`src/rtl/sfsr_pkg.sv`:
```
package sfsr_pkg;
  localparam int unsigned STAGES = 4;
  typedef enum logic {
    GATE_NOR  = 1'b0,
    GATE_NAND = 1'b1
  } gate_e;
  typedef logic [STAGES-1:0] stage_vec_t;
endpackage

```
`src/rtl/sfsr_tap_pick.sv`:
```
module sfsr_tap_pick #(
  parameter int unsigned DEPTH = 4,
  parameter int unsigned SEL_W = 2,
  parameter int unsigned TAP_X = 0,
  parameter int unsigned TAP_Y0 = 1,
  parameter int unsigned TAP_Y1 = 2
) (
  input  logic [DEPTH-1:0] stages,
  input  logic [SEL_W-1:0] tap_sel,
  output logic             tap_x,
  output logic             tap_y
);
  logic use_alt;
  assign use_alt = |tap_sel;
  assign tap_x   = stages[TAP_X];
  assign tap_y   = use_alt ? stages[TAP_Y1] : stages[TAP_Y0];
endmodule

```
`src/rtl/sfsr_fb_gate.sv`:
```
module sfsr_fb_gate
  import sfsr_pkg::*;
(
  input  logic  in_x,
  input  logic  in_y,
  input  gate_e kind,
  output logic  fb
);
  always_comb begin
    unique case (kind)
      GATE_NAND: fb = ~(in_x & in_y);
      default:   fb = ~(in_x | in_y);
    endcase
  end
endmodule

```
`src/rtl/sfsr_chain.sv`:
```
module sfsr_chain #(
  parameter int unsigned DEPTH = 4
) (
  input  logic             clk,
  input  logic             rst_n,
  input  logic             en,
  input  logic             serial_in,
  output logic [DEPTH-1:0] stages
);
  logic [DEPTH-1:0] next_in;
  assign next_in[0] = serial_in;
  for (genvar i = 1; i < DEPTH; i++) begin : g_link
    assign next_in[i] = stages[i-1];
  end
  for (genvar i = 0; i < DEPTH; i++) begin : g_stage
    always_ff @(posedge clk or negedge rst_n) begin
      if (!rst_n)  stages[i] <= 1'b0;
      else if (en) stages[i] <= next_in[i];
    end
  end
endmodule

```
`src/rtl/sfsr_top.sv`:
```
module sfsr_top
  import sfsr_pkg::*;
#(
  parameter int unsigned DEPTH = STAGES,
  parameter int unsigned SEL_W = 2
) (
  input  logic             clk,
  input  logic             rst_n,
  input  logic             en,
  input  logic [SEL_W-1:0] tap_sel,
  input  logic             gate_sel,
  output logic [DEPTH-1:0] q
);
  logic  tap_x, tap_y, fb;
  gate_e kind;
  assign kind = gate_e'(gate_sel);

  sfsr_tap_pick #(.DEPTH(DEPTH), .SEL_W(SEL_W)) u_pick (
    .stages(q), .tap_sel(tap_sel), .tap_x(tap_x), .tap_y(tap_y)
  );
  sfsr_fb_gate u_gate (
    .in_x(tap_x), .in_y(tap_y), .kind(kind), .fb(fb)
  );
  sfsr_chain #(.DEPTH(DEPTH)) u_chain (
    .clk(clk), .rst_n(rst_n), .en(en), .serial_in(fb), .stages(q)
  );
endmodule

```
`config.mk`:
```
export PLATFORM = sky130hd
export DESIGN_NAME = sfsr_top
export DESIGN_NICKNAME = d
export VERILOG_FILES = /design/src/rtl/sfsr_pkg.sv /design/src/rtl/sfsr_tap_pick.sv /design/src/rtl/sfsr_fb_gate.sv /design/src/rtl/sfsr_chain.sv /design/src/rtl/sfsr_top.sv
export SDC_FILE = /design/constraint.sdc
export NUM_CORES = 1
export LEC_CHECK = 0
export BUFFER_PORTS_ARGS = -buffer_cell sky130_fd_sc_hd__buf_2
export CORE_AREA = 2 2 39 41
export DETAILED_ROUTE_END_ITERATION = 12
export DIE_AREA = 0 0 41 43
export GPL_TIMING_DRIVEN = 1
export PLACE_DENSITY = 0.3
export REMOVE_ABC_BUFFERS = 1
export SLEW_MARGIN = 20
export SYNTH_ARGS = -nofsm -noshare
export SYNTH_HDL_FRONTEND = slang
export SYNTH_SLANG_ARGS = --single-unit
```
`constraint.sdc`:
```
create_clock -name clk -period 1.05 [get_ports clk]
set_input_delay 0.105 -clock clk [delete_from_list [all_inputs] [get_ports clk]]
set_output_delay 0.105 -clock clk [all_outputs]
set_load 0.05 [all_outputs]
```
== Word-level counts from Yosys, hierarchy flattened ==
Index checks and enable logic that the tools add are counted.
Word-level totals
  register bits after elaboration: 4
  bits of input ports: 6
  output and inout bits: 4
  word-level logic and storage cells: 11
Operators by class
  muxes and demuxes: 2
  bitwise logic cells: 4
  reduce and logical (&&, ||, !) cells: 1
Operators with widths (count)
  2-to-1 mux 1 bit: 2
  inverter 1 bit: 2
  OR reduction 2 bit: 1
  bitwise AND 1 bit: 1
  OR 1 bit: 1

== Logic depth before layout (Yosys ltp) ==
  depth in word-level cells: 5
  mapped depth: 3
  depth with buffers taken out: 3

== Modules after synthesis ==
From an unflattened synthesis, not the netlist that was laid out.
Unflattened totals
  cell total of the unflattened synthesis: 14
  area, all modules: 186.4 µm²
By module, submodules not included
  sfsr_chain: instances 1, cells each 8, area each 145.1 µm², sequential area each 100.1 µm²
  sfsr_tap_pick: instances 1, cells each 3, area each 22.5 µm², sequential area each 0.0 µm²
  sfsr_fb_gate: instances 1, cells each 3, area each 18.8 µm², sequential area each 0.0 µm²

== Least setup slack after synthesis ==
OpenSTA, ideal clock, no wires.
  path type: reg2reg
  start: reg u_chain.stages[1]
  end: reg u_chain.stages[0]
  setup time: 0.136 ns
  arrival time: 1.187 ns
  required time: 0.914 ns
  slack: -0.272 ns
  stages on the path, launching flop included: 4
  path buffers: 0
  period minus slack after synthesis: 1.322 ns
  cells stage by stage: dfrtp_1 or3b_1 o2111ai_1 o211ai_1
Between the ends
  word-level cells in the longest chain between the ends: 4
  elaborated cells between the ends (all ways): 6
  classes of those cells: 2 x mux; 4 x bitwise
Ends and longest elaborated chain
  from (decl): line sfsr_chain.sv:8  | output logic [DEPTH-1:0] stages
  from (signal, indexed assignment): line sfsr_chain.sv:18  | else if (en) stages[i] <= next_in[i];
  2-to-1 mux 1 bit *: line sfsr_tap_pick.sv:16  | assign tap_y = use_alt ? stages[TAP_Y1] : stages[TAP_Y0];
  OR 1 bit / bitwise AND 1 bit (equally long branches): line sfsr_fb_gate.sv:12, sfsr_fb_gate.sv:11
  inverter 1 bit (on tied branches): line sfsr_fb_gate.sv:12, sfsr_fb_gate.sv:11
  2-to-1 mux 1 bit *: line sfsr_fb_gate.sv:10  | unique case (kind)
Mark *: on every way between the ends. The rest lies on a longest branch, timed or not.
A chain may end at the register's enable or synchronous reset.

== Worst setup path in the final report ==
Ends and elaborated chain as after synthesis.

==> flow_metrics.py <==
metrics = {
    "final_layout": {
        "final_nets": 35,
        "largest_reg_flops": 4,
        "reg_top3": "u_chain.stages x4",
        "area_growth_pct": 61.1,
        "antennaDiodeCount": 0,
        "layout-drive-gt1-share_pct": 59.3,
        "post-route-util_pct": 21.0,
        "top_register": "u_chain.stages",
    },
    "clock_tree": {
        "cts_max_path_buffers": 2,
        "cts_tree": "done",
        "clockRootBuffer": "clkbuf_4",
        "h-tree-depth": 1,
        "numCtsBuffers": 3,
        "clock_latency_ns": 0.23,
        "numClockSinks": 4,
        "clk_pin_slew_ns": 0.04,
    },
    "synth": {
        "yosysWarnings": 0,
        "synth.avg_cell_area_um2": 12.9,
        "synth_top_cell_by_area": "dfrtp_1",
        "synth_cells": 14,
        "synth_top_area_share_pct": 55.6,
        "yosysUniqueCellTypes": 10,
        "synth-async-reset-ratio_pct": 100,
        "synthMostInstantiatedCell": "dfrtp_1",
        "yosys-top-cells-count": "dfrtp_1 (4), mux2_2 (2)",
        "ys.flop_type": "dfrtp_1",
        "synth_area_um2": 180,
        "synth_seq_cells": 4,
        "synthTopCellsByArea": "dfrtp_1 (56%), mux2_2 (13%), mux2_1 (6.3%)",
        "synth_enable_flop_cells": 0,
        "seq_area_frac_synth_pct": 55.6,
    },
    "pwr": {
        "vdd_drop_max_v": 0.000699,
        "p_leak_nw": 0.133,
        "power_per_cell_area_nw_per_um2": 3150,
    },
    "detailed_routing": {
        "routed_via_density": 3.86,
        "drt_iter0_drc": 1,
        "wl_per_cell_um": 9.93,
        "drc": 0,
        "routed-via-count": 166,
        "wl_um": 427,
        "drtPass1Iterations": 2,
        "ant_nets": 0,
    },
    "setup_path": {
        "end_kind": "flop",
        "worstPathCellList": "or3b_1 -> o2111ai_2 -> o211ai_1",
        "crit_family": "simple AND/OR/NAND/NOR gates",
        "path_max_fanout": 2,
        "path_class": "reg -> reg",
        "critical-path-slowest-cell": "or3b_1",
        "cp.arrival_ns": 1.12,
        "slowest_delay_ns": 0.36,
        "cp.required_ns": 1.15,
        "cp.buffers_inverters": 0,
        "start_kind": "flop",
    },
    "timing": {
        "fin_tns_setup_ns": 0,
        "worst_pin_slew_ns": 0.251,
        "drv_slew": 0,
        "rsz0062_at_grt": "yes",
        "hold_viol_final": 0,
        "setup-violations-final": 0,
        "timing.hold.ws_ns": 0.162,
        "period_minus_slack_ns": 1.02,
        "slew_headroom_pct": 83.4,
        "fin_skew_ns": 0.00515,
        "fmax_ghz": 0.984,
        "fin_crit_sh_pct": 96.7,
        "setup_ws_ns": 0.0342,
    },
    "floorplanning": {
        "core_area_um2": 1380,
        "start_util_pct": 13.0,
        "fp.dieW_um": 41,
        "die_h_um": 43,
        "dieArea_um2": 1760,
        "rows": 14,
        "pin_count": 10,
    },
    "placed_design": {
        "pre_cts_ws_ns": 0.0234,
        "routabilityCongestion": 0.569,
        "port_buffers": 9,
    },
    "grt": {
        "grtUsageTotal_pct": 6.65,
        "grt_max_degree": 7,
        "antenna_found_initial": 0,
        "grt_pass1_vias": 165,
        "grt_pass1_wl_um": 690,
        "overflow": 0,
    },
    "status": {
        "status": "finished clean",
    },
    "job": {
        "drv_cap": 0,
    },
    "worst_hold_path": {
        "worstHoldPathType": "in -> reg",
    },
}
report_power, final:
part	total (mW)	switching, mW	leakage, nW	internal (mW)
Combinational	0.464	0.317	0.0725	0.147
Sequential	0.259	0.0403	0.0470	0.219
Clock	0.191	0.0631	0.0138	0.128
Total	0.914	0.420	0.133	0.494
cell families after synthesis:
logic type | after synthesis | share of synthesized area [%]
simple gates | 2 | 7.64
mux | 3 | 18.7
buf+inv | 2 | 6.25
compound gates | 3 | 11.8
flops | 4 | 55.6
final cells by class:
type                            count  area (um^2)
Fill cell                         156         1090
Sequential cell                     4          100
Multi-Input combinational cell      8         75.1
Timing Repair Buffer               11         68.8
Clock buffer                        3         22.5
Tap cell                           16         20.0
Inverter                            1         3.75
placed cells by master (no fill, tap or decap), drive strengths merged:
cell type,count
buf,10
clkbuf,3
dfrtp,4
dlygate4sd3,1
inv,1
mux2,3
nand3,1
o2111ai,1
o211ai,1
o21ai,1
or3b,1
metrics by stage:
stage / total power, mW / instances / instance area [um^2]
after CTS: 0.912 / 43 / 280
after floorplan: 0.564 / 13 / 173
final: 0.914 / 43 / 290
after detailed placement: 0.694 / 39 / 245
after global routing: 0.987 / 43 / 290
after global placement: 0.692 / 39 / 245
worst paths after layout:
check | start | endpoint | slack, ns | depth (start not counted)
worst max register to register | u_chain.stages[1] | u_chain.stages[0] | 0.03 | 3
worst min-delay path | gate_sel | u_chain.stages[0] | 0.16 | 3
min in group asynchronous | rst_n | u_chain.stages[3] | 0.20 | 2
worst max-delay path | u_chain.stages[1] | u_chain.stages[0] | 0.03 | 3
worst min register to register | u_chain.stages[3] | u_chain.stages[3] | 0.50 | 1
max in group asynchronous | rst_n | u_chain.stages[1] | 0.73 | 2
what timing repair did:
action | CTS | global route
endpoints found under the hold margin | 4 | 0
buffers inserted | 0 | 0
hold buffers | 1 | 0
pin swaps | 0 | 1
resized for setup | 1 | 2
setup endpoints to repair | 1 | 2
worst register-to-register path, cell delays in order (launching register included):
cell and delay [ns]:
dfrtp_1 0.33, or3b_1 0.36, o2111ai_2 0.09, o211ai_1 0.11
routing by layer:
metal / up-vias / part of all wire (%) / track usage, %
met5: - / 0 / 0
met4: 0 / 0 / 8.00
met2: 8 / 47 / 7.19
met3: 0 / 11 / 3.14
li1: 79 / - / -
met1: 79 / 42 / 8.14
No activity file was read; power rests on OpenSTA's default activity.
